==> src/rtl/dcvt_pkg.sv <==
// Package: shared widths, decode constants and types for the double-to-int32
// modular converter. Assumes binary64 input and a 32-bit integer target.
package dcvt_pkg;
    localparam int FP_W   = 64;
    localparam int EXP_W  = 11;
    localparam int MAN_W  = 52;
    localparam int SIG_W  = MAN_W + 1;
    localparam int BIAS   = (1 << (EXP_W - 1)) - 1;
    localparam int INT_W  = 32;
    localparam int ACC_W  = 64;

    localparam logic [6:0] OP_F7  = 7'b1100001;
    localparam logic [2:0] OP_F3  = 3'b001;
    localparam logic [4:0] OP_RS2 = 5'b01000;

    typedef struct packed {
        logic             sign;
        logic [EXP_W-1:0] exp;
        logic [MAN_W-1:0] man;
    } f64_t;

    typedef struct packed {
        logic is_nan;
        logic is_inf;
    } fclass_t;
endpackage

==> src/rtl/dcvt_unpack.sv <==
// Module: splits a raw binary64 word into its fields and flags infinities
// and NaNs. Purely combinational; assumes no canonicalisation of NaNs.
module dcvt_unpack
    import dcvt_pkg::*;
(
    input  logic [FP_W-1:0] raw,
    output f64_t            fields,
    output fclass_t         cls
);
    // split the word and classify the special encodings
    always_comb begin
        fields     = f64_t'(raw);
        cls.is_inf = (fields.exp == '1) && (fields.man == '0);
        cls.is_nan = (fields.exp == '1) && (fields.man != '0);
    end
endmodule

==> src/rtl/dcvt_trunc.sv <==
// Module: truncates a finite binary64 value toward zero and returns the low
// 32 bits of the signed integer, whether any fraction was lost, and whether
// the truncated value fits a signed 32-bit integer. Specials are not treated
// here; their large exponent simply yields a zero word and "does not fit".
module dcvt_trunc
    import dcvt_pkg::*;
(
    input  f64_t             fields,
    output logic [INT_W-1:0] low_word,
    output logic             frac_lost,
    output logic             fits
);
    logic [SIG_W-1:0] sig;
    logic [ACC_W-1:0] mag;
    logic [ACC_W-1:0] signed_mag;
    int               ue;

    // align the significand so that bit 0 holds the units digit
    always_comb begin
        sig       = {1'b1, fields.man};
        ue        = int'(fields.exp) - BIAS;
        mag       = '0;
        frac_lost = 1'b0;
        if (ue < 0) begin
            frac_lost = (fields.exp != '0) || (fields.man != '0);
        end else if (ue <= MAN_W) begin
            mag       = ACC_W'(sig) >> (MAN_W - ue);
            frac_lost = |(sig & ~({SIG_W{1'b1}} << (MAN_W - ue)));
        end else if (ue < MAN_W + INT_W) begin
            mag = ACC_W'(sig) << (ue - MAN_W);
        end
    end

    // apply the sign as a wide two's complement and keep the low word
    always_comb begin
        signed_mag = fields.sign ? (~mag + 1'b1) : mag;
        low_word   = signed_mag[INT_W-1:0];
    end

    // range test: |v| < 2^31, or exactly -2^31 after truncation
    always_comb begin
        fits = (ue < INT_W - 1) ||
               (fields.sign && (ue == INT_W - 1) &&
                (fields.man[MAN_W-1 -: INT_W-1] == '0));
    end
endmodule

==> src/rtl/dcvt_select.sv <==
// Module: picks the final integer and flags. WRAP_EN chooses modular
// behaviour (specials to zero, out-of-range wraps) or saturating behaviour.
module dcvt_select
    import dcvt_pkg::*;
#(
    parameter int XLEN    = 64,
    parameter bit WRAP_EN = 1'b1
) (
    input  logic             sign,
    input  fclass_t          cls,
    input  logic [INT_W-1:0] low_word,
    input  logic             frac_lost,
    input  logic             fits,
    output logic [XLEN-1:0]  int_res,
    output logic             nv,
    output logic             nx
);
    logic             special;
    logic [INT_W-1:0] sat_word;

    // flags are common to both variants
    always_comb begin
        special  = cls.is_nan || cls.is_inf;
        nv       = special || !fits;
        nx       = !nv && frac_lost;
        sat_word = (sign && !cls.is_nan) ? {1'b1, {(INT_W-1){1'b0}}}
                                         : {1'b0, {(INT_W-1){1'b1}}};
    end

    generate
        if (WRAP_EN) begin : g_wrap
            // specials become zero, finite values keep their wrapped word
            always_comb begin
                int_res = special ? '0 : XLEN'($signed(low_word));
            end
        end else begin : g_sat
            // invalid inputs clamp to the signed 32-bit limit
            always_comb begin
                int_res = nv ? XLEN'($signed(sat_word)) : XLEN'($signed(low_word));
            end
        end
    endgenerate
endmodule

==> src/rtl/f64_to_i32_wrap.sv <==
// Module: top of the modular double-to-int32 converter. Decodes the op
// fields, converts combinationally, and registers result, flags and a
// one-cycle output strobe. Assumes XLEN is 32 or 64.
module f64_to_i32_wrap
    import dcvt_pkg::*;
#(
    parameter int XLEN    = 64,
    parameter bit WRAP_EN = 1'b1
) (
    input  logic            clk,
    input  logic            rst_n,
    input  logic            in_valid,
    input  logic [6:0]      funct7,
    input  logic [2:0]      funct3,
    input  logic [4:0]      rs2,
    input  logic [FP_W-1:0] operand,
    output logic            out_valid,
    output logic [XLEN-1:0] result,
    output logic            flag_invalid,
    output logic            flag_inexact
);
    f64_t             fields;
    fclass_t          cls;
    logic [INT_W-1:0] low_word;
    logic             frac_lost;
    logic             fits;
    logic [XLEN-1:0]  int_res;
    logic             nv;
    logic             nx;
    logic             accept;

    dcvt_unpack u_unpack (
        .raw    (operand),
        .fields (fields),
        .cls    (cls)
    );

    dcvt_trunc u_trunc (
        .fields    (fields),
        .low_word  (low_word),
        .frac_lost (frac_lost),
        .fits      (fits)
    );

    dcvt_select #(.XLEN(XLEN), .WRAP_EN(WRAP_EN)) u_select (
        .sign      (fields.sign),
        .cls       (cls),
        .low_word  (low_word),
        .frac_lost (frac_lost),
        .fits      (fits),
        .int_res   (int_res),
        .nv        (nv),
        .nx        (nx)
    );

    // recognise this conversion among the incoming operations
    always_comb begin
        accept = in_valid && (funct7 == OP_F7) && (funct3 == OP_F3) && (rs2 == OP_RS2);
    end

    // capture result and flags on accept, hold otherwise
    always_ff @(posedge clk) begin
        if (!rst_n) begin
            out_valid    <= 1'b0;
            result       <= '0;
            flag_invalid <= 1'b0;
            flag_inexact <= 1'b0;
        end else begin
            out_valid <= accept;
            if (accept) begin
                result       <= int_res;
                flag_invalid <= nv;
                flag_inexact <= nx;
            end
        end
    end
endmodule

==> config.mk <==
export PLATFORM = sky130hd
export DESIGN_NAME = f64_to_i32_wrap
export DESIGN_NICKNAME = d
export VERILOG_FILES = /design/src/rtl/dcvt_pkg.sv /design/src/rtl/dcvt_unpack.sv /design/src/rtl/dcvt_trunc.sv /design/src/rtl/dcvt_select.sv /design/src/rtl/f64_to_i32_wrap.sv
export SDC_FILE = /design/constraint.sdc
export NUM_CORES = 1
export LEC_CHECK = 0
export ABC_AREA = 1
export BUFFER_PORTS_ARGS = -buffer_cell sky130_fd_sc_hd__clkbuf_2
export CAP_MARGIN = 20
export CORE_UTILIZATION = 45
export CTS_CLUSTER_SIZE = 20
export DETAILED_ROUTE_END_ITERATION = 8
export SLEW_MARGIN = 20
export SYNTH_ARGS = -nofsm -noshare
export SYNTH_HDL_FRONTEND = slang
export SYNTH_SLANG_ARGS = --single-unit
==> constraint.sdc <==
create_clock -name clk -period 6.24 [get_ports clk]
set_clock_uncertainty 0.15 [all_clocks]
set_input_delay 0.624 -clock clk [delete_from_list [all_inputs] [get_ports clk]]
set_output_delay 0.624 -clock clk [all_outputs]
set_load 0.03 [all_outputs]
# Word-level counts from Yosys, hierarchy flattened
# Cells that the tools add are included.
op_classes:
  n_addsub: 4
  mux: 7
  n_lt_le_gt_ge: 4
  n_reduce_logical: 19
  n_shift: 3
  n_bitwise: 3
  n_eq_ne: 5
op_table:
  columns: ["operator", "count"]
  rows:
  - ["two-way mux 32 bit", 4]
  - ["two-way mux 64 bit", 1]
  - ["AND 53 bit", 1]
  - ["NOT 53 bit", 1]
  - ["OR reduction 53 bit", 1]
  - ["left shift 53 x 32 -> 32 bit", 1]
  - ["left shift 53 x 32 -> 53 bit, first input constant", 1]
  - ["right shift 53 x 32 -> 32 bit", 1]
  - ["zero test 52 bit", 1]
  - ["nonzero test 52 bit", 1]
  - ["adder 32 x 1 -> 32 bit, second input constant", 1]
  - ["== test 32 x 6 -> 1 bit, second input constant", 1]
  - ["<= comparator 32 x 7 -> 1 bit, second input constant", 1]
  - ["< comparator 32 x 1 -> 1 bit, second input constant", 1]
  - ["< comparator 32 x 6 -> 1 bit, second input constant", 1]
  - ["< comparator 32 x 8 -> 1 bit, second input constant", 1]
  - ["NOT 32 bit", 1]
  - ["subtractor 32 x 7 -> 32 bit, second input constant", 1]
  - ["subtractor 7 x 32 -> 32 bit, first input constant", 1]
  - ["zero test 31 bit", 1]
  - ["subtractor 11 x 10 -> 12 bit, second input constant", 1]
  - ["== test 11 bit, second input constant", 1]
  - ["nonzero test 11 bit", 1]
  - ["logical AND 1 bit", 8]
  - ["other kinds (6)", 11]
word_totals:
  in_bits: 82
  reg_bits: 67

# Depth between registers and ports, before layout
# Gate-level depths: netlist of run 1.
depth:
  ltp_word: 10
  mapped_depth: 47
  mapped_depth_nobuf: 45

# Cells and area by module
# From an unflattened synthesis of run 1, not the netlist that was laid out.
unflattened:
  cells_unflattened: 2453
  hier_area_um2: 12672.2
by_module_without_submodules:
  columns: ["module", "seq_area_each_um2", "area_per_inst_um2", "instances", "cells_per_inst"]
  rows:
  - ["dcvt_trunc", 0.0, 8321.7, 1, 1761]
  - ["f64_to_i32_wrap", 1341.3, 3014.1, 1, 467]
  - ["dcvt_unpack", 0.0, 710.7, 1, 121]
  - ["dcvt_select", 0.0, 625.6, 1, 104]

# Least setup slack after synthesis of run 1
# No wires, ideal clock.
synth_path:
  path_kind: "input to register"
  startpoint: "in operand[52]"
  endpoint: "reg result[20]"
  setup_time_ps: 132
  required_ps: 5958
  stages: 39
  setup_slack_ps: 681
  t_arrival_ps: 5276
  cell_sequence: "buf_2 > inv_1 > clkbuf_1 > buf_1 > clkbuf_1 > ha_1 > inv_1 > nand2_1 > nand2_1 > nand2_1 > nand3_2 > nand3_1 > ha_1 > nand2_1 > nor4_1 > nand3_1 > nor2_1 > nand3_1 > [3 not listed] > nand3_1 > nor2_1 > a21oi_1 > nand2_1 > nand2_1 > nand2_1 > nand2_1 > ha_1 > nand2_1 > nor2_2 > nand2_4 > nor2_4 > nand2_1 > nand2_1 > nand2_1 > nand2_1 > nand2_1 > a21oi_1"
synth_between:
  elab_chain_len: 10
  word_cells_on_any_way: 19
synth_rtl:
  columns: ["item", "line_no", "text"]
  rows:
  - ["start, declared", "f64_to_i32_wrap.sv:16", "input logic [FP_W-1:0] operand,"]
  - ["subtractor 11 x 10 -> 12 bit", "dcvt_trunc.sv:21", "ue = int'(fields.exp) - BIAS;"]
  - ["subtractor 32 x 7 -> 32 bit", "dcvt_trunc.sv:30", "mag = ACC_W'(sig) << (ue - MAN_W);"]
  - ["left shift 53 x 32 -> 32 bit", "dcvt_trunc.sv:30", null]
  - ["two-way mux 32 bit", "dcvt_trunc.sv:29", "end else if (ue < MAN_W + INT_W) begin"]
  - ["two-way mux 32 bit", "dcvt_trunc.sv:26", "end else if (ue <= MAN_W) begin"]
  - ["two-way mux 32 bit", "dcvt_trunc.sv:24", "if (ue < 0) begin"]
  - ["NOT 32 bit", "dcvt_trunc.sv:36", "signed_mag = fields.sign ? (~mag + 1'b1) : mag;"]
  - ["adder 32 x 1 -> 32 bit", "dcvt_trunc.sv:36", null]
  - ["two-way mux 32 bit", "dcvt_trunc.sv:36", null]
  - ["two-way mux 64 bit (*)", "dcvt_select.sv:34", "int_res = special ? '0 : XLEN'($signed(low_word));"]
  - ["end signal, assigned", "f64_to_i32_wrap.sv:71", "result <= int_res;"]
  - ["end, declared", "f64_to_i32_wrap.sv:18", "output logic [XLEN-1:0] result,"]
# Mark *: on every way between the ends. The rest lies on a longest branch, timed or not.
# A chain may end at the register's enable or synchronous reset.

# Worst setup path after layout of run 1
layout_path:
  startpoint: "in operand[52]"
  endpoint: "reg result[23]"
# Same word-level chain as after synthesis.

==> key figures, run 1 <==
Pwr
  • Pwr Total: 1.59 mW
  • Leak: 6.21 nW
  • Combinational fraction of design power: 0.706
  • Clk network pwr share: 0.153
  • Pwr per Cell Area: 136 nW/um2
  • Max VDD drop: 119 uV
  • Pint: 0.681 mW
  • Sw Ratio: 0.571
  • Sequential share of power: 0.141
  • Psw: 0.907 mW

Critical path
  • Worst path arrival time: 5.83 ns
  • Critical path data required time: 6.27 ns
  • Critical path launch point type: input pin
  • CP endpoint kind: flop
  • Max incr delay on CP: 0.28 ns
  • Slowest cell on crit path: buf_4
  • Kind of critical path: in -> reg
  • Critical path's most frequent cell: nand2_1
  • Crit-path max FO: 29

Placed design
  • Routability congestion estimate: 1.07
  • Port Buffers: 148
  • DPL Wire Length: 38.8 mm
  • DP Worst Slack: 0.0484 ns
  • Cell Area, Placed: 11,500 um2
  • # placed instances: 2,586

STA
  • Fin. Hold Viols: 0
  • Post-route setup TNS: 0 ns
  • PnR worst setup slack: 0.438 ns
  • Slew of the pin with the lowest slew margin: 1.02 ns
  • Fmax: 172 MHz
  • Fin crit share: 0.930
  • Slew margin rel.: 0.319
  • Post-route minimum period: 5.80 ns
  • RSZ-0062 raised after global routing: no
  • Final Max Slew Viols: 0
  • Final setup violating endpoints: 0

Synthesis
  • Top post-synthesis cells by area: nand2_1, nand3_1, nand4_1, dfxtp_1, nor2_1
  • Number of flops mapped to enable cells by yosys: 0
  • Sequential area share after synthesis: 0.0641
  • Syn Nets: 2,352
  • Ys async rst share: 0
  • Mapped cell area: 10,900 um2
  • Top-area cell type share of the netlist area: 0.331
  • Ys flop type: dfxtp_1
  • Synthesized instance count: 2,251
  • Avg Inst Size Synth: 4.85 um2
  • Yosys top cell by area: nand2_1
  • Synth unique cells: 52
  • Yosys Warn Count: 0
  • Synth Register Bits: 35

Status
  • Outcome: finished clean

Clock network
  • CTS H-tree lvls: 2
  • Clock sink total: 35
  • Clock slew seen by the registers of the worst setup and hold paths: 0.05 ns
  • CTS hold repair buffers: 0
  • CTS buffer count: 5
  • Root Driver: clkbuf_16
  • Post-CTS resize count: 0
  • Worst skew pair latency: 0.28 ns
  • CTS tree: done
  • Clock buffer depth: 2
  • Post-CTS Setup Bufs: 0

Layout
  • Fin area: 11,700 um2
  • Final #Nets: 2,375
  • Non-filler cells, final: 2,594
  • Filler Cell Count: 2,774
  • P&R area growth vs syn: 7.16%
  • Multi-input gate area: 8910 um2
  • Sequential Area: 702 um2
  • Share of layout cells above drive strength 1: 0.119
  • N_diodes: 0

Floorplan
  • Starting Density: 0.463
  • Core area: 23,600 um2
  • Chip height: 158 um
  • I/O pin cnt: 149
  • Die width: 158 um
  • Row count: 56
  • Die Footprint: 24,900 um2

Global routing
  • Initial antenna violation count: 0
  • Met3 Use GR: 0.0761
  • Largest net degree at the start of global routing: 84
  • First-pass GRT wire length: 74.5 mm
  • Number of global-route vias before repair: 13.2k
  • Total track usage: 0.388
  • Total gr overflow: 0
  • GR peak layer: met2
  • Routing usage on met2: 0.606
  • Met1 usage: 0.522

Route
  • Post-DR wirelength/cell: 19.1 um
  • Via count: 15.6k
  • Final wirelength: 49.5 mm
  • DRC errors left: 0
  • Drt via density: 6.02
  • Detail Route Antenna Nets: 0
  • Initial drt markers: 2,172
  • Drt first pass iters: 6

Hold path
  • Worst Hold Class: reg -> reg

Job
  • Max cap viols: 0
[power by group through the flow]
stage | Clock [mW] | Sequential [mW] | Combinational [mW]
floorplan | 0 | 0.228 | 0.759
global placement | 0 | 0.228 | 1.08
detailed placement | 0 | 0.228 | 1.08
CTS | 0.243 | 0.223 | 1.08
global route | 0.260 | 0.223 | 1.22
finish | 0.243 | 0.224 | 1.12
[cell usage after synthesis (2+ instances only)]
library cell,count
nand2_4,3
nand2_2,13
clkinv_1,3
buf_4,39
nor2_1,113
a21oi_1,73
o21ai_0,84
o31ai_1,4
nor4_1,15
o2111ai_1,3
nand2_1,964
buf_2,22
buf_1,30
nor2_2,12
a21boi_0,4
nor3_1,17
o21a_1,2
o221ai_1,3
nor2_4,10
o22ai_1,2
xor2_1,6
nand3_1,370
clkbuf_1,75
nor4b_1,3
inv_1,112
o21ai_1,32
a31oi_1,2
nand3_2,6
dfxtp_1,35
nand4_1,124
a211oi_1,2
ha_1,19
o211ai_1,4
inv_2,14
o21bai_1,3
buf_6,7
nand3b_1,6
[critical path: cells and delay by family]
family | cells | cell delay [ns]
AOI/OAI and AO/OA | 2 | 0.37
buffers and inverters | 6 | 0.86
adders and majority gates | 2 | 0.42
and+or+nand+nor | 30 | 3.51
[layer usage]
| layer | vias to the layer above | routed length, um |
|---|---|---|
| met1 | 7004 | 20500 |
| met3 | 133 | 5670 |
| met4 | 0 | 2090 |
| met2 | 975 | 21300 |
| met5 | - | 0 |
| li1 | 7508 | - |
[kinds of logic after synthesis]
logic type | share of synthesized area
and+or+nand+nor | 0.673
DFF | 0.0641
AOI/OAI and AO/OA | 0.110
buffers and inverters | 0.125
xor gates and xnor gates | 0.00561
adders and majority gates | 0.0218
muxes | 0.00103
[stage by stage]
step	util	hold WS [ns]
after floorplan	-	0.429
after global placement	0.488	0.298
after detailed placement	0.488	0.306
after CTS	0.494	0.314
after global routing	0.496	0.332
final	0.496	0.312
[layout make-up]
class                           instances  area share
Inverter                              129      0.0414
Timing Repair Buffer                  190      0.0919
Tap cell                              319      0.0341
Clock inverter                          2     0.00107
Sequential cell                        35      0.0599
Clock buffer                            6      0.0110
Multi-Input combinational cell       1913       0.761
[registers in the layout, summed over array words and instances, names as in the netlist]
name	flops
out_valid	1
result	32
flag_invalid	1
flag_inexact	1
[placed cells by master, fill, tap and decap left out, types with 2 or more instances in the layout]
cell type and n:
nor4_1 15, o22ai_1 2, nand2_4 3, buf_4 40, xor2_1 6, o21ai_2 2
clkinv_1 4, dfxtp_1 34, o221ai_1 3, clkbuf_2 148, o21ai_0 83, nor2_2 13
inv_1 110, clkbuf_16 5, nand3_1 370, o2111ai_1 3, nand2_2 15, a21boi_0 4
nor4b_1 3, o31ai_1 4, inv_2 15, ha_1 18, a21oi_1 73, nand2_1 962
o21ai_1 31, o21bai_1 3, a31oi_1 2, nand4_1 124, a211oi_1 2, nand3_2 5
nor3_1 16, nand3b_1 6, nor2_4 12, nor2_1 110, o21a_1 2, o211ai_1 4
[path summary, 6_finish.rpt]
check / end / slack (ns) / from / cells after the start
setup / recovery: result[23] / 0.44 / operand[52] / 40
hold reg to reg: result[25] / 0.31 / result[25] / 2
setup reg to reg: result[62] / 5.13 / result[62] / 2
hold / removal: result[25] / 0.31 / result[25] / 2
(Power assumes the default switching activity.)
==> inputs of run 2 (changes only) <==
==> constraint.sdc (replaced) <==
create_clock -name clk -period 6.24 [get_ports clk]
set_clock_uncertainty 0.15 [all_clocks]
set_input_delay 0.312 -clock clk [delete_from_list [all_inputs] [get_ports clk]]
set_output_delay 0.312 -clock clk [all_outputs]
set_load 0.03 [all_outputs]
==> key figures, run 2 (same netlist as run 1, synthesis figures left out) <==
Route
  • DRC errors left: 0
  • Post-DR wirelength/cell: 19.3 um
  • Detail Route Antenna Nets: 0
  • Final wirelength: 49.8 mm
  • Via count: 15.7k
  • Drt via density: 6.06
  • Initial drt markers: 2,162
  • Drt first pass iters: 6

Pwr
  • Clk network pwr share: 0.178
  • Psw: 0.915 mW
  • Leak: 6.17 nW
  • Max VDD drop: 150 uV
  • Combinational fraction of design power: 0.685
  • Pwr per Cell Area: 140 nW/um2
  • Pint: 0.719 mW
  • Sw Ratio: 0.560
  • Pwr Total: 1.63 mW
  • Sequential share of power: 0.137

Layout
  • Final #Nets: 2,365
  • Share of layout cells above drive strength 1: 0.113
  • Largest register by flop count: result
  • Max FFs per register: 32
  • Most common cell after layout, fill and taps aside: nand2_1
  • Commonest cells after routing, fill and taps aside: nand2_1, nand3_1, clkbuf_2
  • N_diodes: 0
  • P&R area growth vs syn: 6.68%

Floorplan
  • Die width: 158 um
  • Core area: 23,600 um2
  • Row count: 56
  • Die Footprint: 24,900 um2
  • Chip height: 158 um
  • Starting Density: 0.463
  • I/O pin cnt: 149

Placed design
  • DP Worst Slack: 0.0981 ns
  • DPL Wire Length: 38.1 mm
  • Routability congestion estimate: 1.05
  • Port Buffers: 148

Critical path
  • Kind of critical path: in -> reg
  • Critical path data required time: 6.27 ns
  • Crit-path max FO: 22
  • Slowest cell on crit path: nor3_1
  • Worst path arrival time: 5.62 ns
  • Critical path launch point type: input pin
  • CP endpoint kind: flop
  • Max incr delay on CP: 0.30 ns
  • Critical path's most frequent cell: nand2_1
  • Register-to-Register Setup Slack: 5.12 ns

Clock network
  • Root Driver: clkbuf_16
  • CTS buffer count: 5
  • CTS H-tree lvls: 2
  • Worst skew pair latency: 0.28 ns
  • Clock sink total: 35
  • Clock buffer depth: 2
  • CTS hold repair buffers: 0
  • CTS tree: done
  • Clock slew seen by the registers of the worst setup and hold paths: 0.06 ns

Hold path
  • Worst Hold Class: in -> reg

STA
  • Fmax: 179 MHz
  • Fin crit share: 0.895
  • PnR worst setup slack: 0.653 ns
  • Fin. Hold Viols: 0
  • Post-route minimum period: 5.59 ns
  • Final Max Slew Viols: 0
  • Slew of the pin with the lowest slew margin: 1.06 ns
  • Worst Hold Margin: 0.228 ns
  • Final setup violating endpoints: 0
  • Slew margin rel.: 0.291

Status
  • Outcome: finished clean

Global routing
  • Number of global-route vias before repair: 13.5k
  • Largest net degree at the start of global routing: 95
  • First-pass GRT wire length: 74.8 mm
  • Total track usage: 0.390
  • Initial antenna violation count: 0
  • Total gr overflow: 0

Job
  • Max cap viols: 0
[run 2: cell type report]
class | count | area [um2]
Fill cell | 2793 | 12000
Multi-Input combinational cell | 1914 | 8900
Timing Repair Buffer | 179 | 998
Sequential cell | 35 | 702
Inverter | 129 | 484
Tap cell | 319 | 399
Clock buffer | 5 | 125
Clock inverter | 3 | 43.8
[run 2: critical path: cells and delay by family]
family                   cells  cell delay, ns
AND/OR/NAND/NOR             28            3.54
buffers and inverters        4            0.46
adder cells (fa/ha/maj)      3            0.76
AO/OA/AOI/OAI                3            0.53
[run 2: path summary, 6_finish.rpt]
| path | from | to | cells after the start |
|---|---|---|---|
| min reg2reg | flag_invalid | flag_invalid | 2 |
| max reg2reg | result[62] | result[62] | 2 |
| max | operand[53] | result[24] | 38 |
| min | in_valid | out_valid | 3 |
[run 2: metrics by stage]
stage | TNS, ns | cells | util | area [um2]
3_5_place_dp | 0 | 2575 | 0.485 | 11500
6_report | 0 | 2584 | 0.494 | 11700
4_1_cts | 0 | 2583 | 0.492 | 11600
5_1_grt | -0.00269 | 2584 | 0.494 | 11700
3_3_place_gp | 0 | 2575 | 0.485 | 11500
2_1_floorplan | 0 | 2251 | - | 10900
[run 2: layer usage]
| metal | share of wire | global-route usage |
|---|---|---|
| met2 | 0.42 | 0.604 |
| met3 | 0.11 | 0.0758 |
| met5 | 0 | 0 |
| met1 | 0.42 | 0.520 |
| met4 | 0.047 | 0.170 |
[run 2: power by group through the flow]
stage | combinational, mW | sequential [mW] | clock [mW]
after floorplan | 0.759 | 0.228 | 0
after global placement | 1.07 | 0.228 | 0
after detailed placement | 1.07 | 0.228 | 0
after CTS | 1.08 | 0.223 | 0.293
after global routing | 1.22 | 0.223 | 0.305
final | 1.12 | 0.223 | 0.292
[run 2: repair_timing]
| item | 4_1_cts | 5_1_grt |
|---|---|---|
| setup buffers | 0 | 0 |
| endpoints found under the setup margin | 0 | 31 |
| gates resized for setup | 0 | 3 |
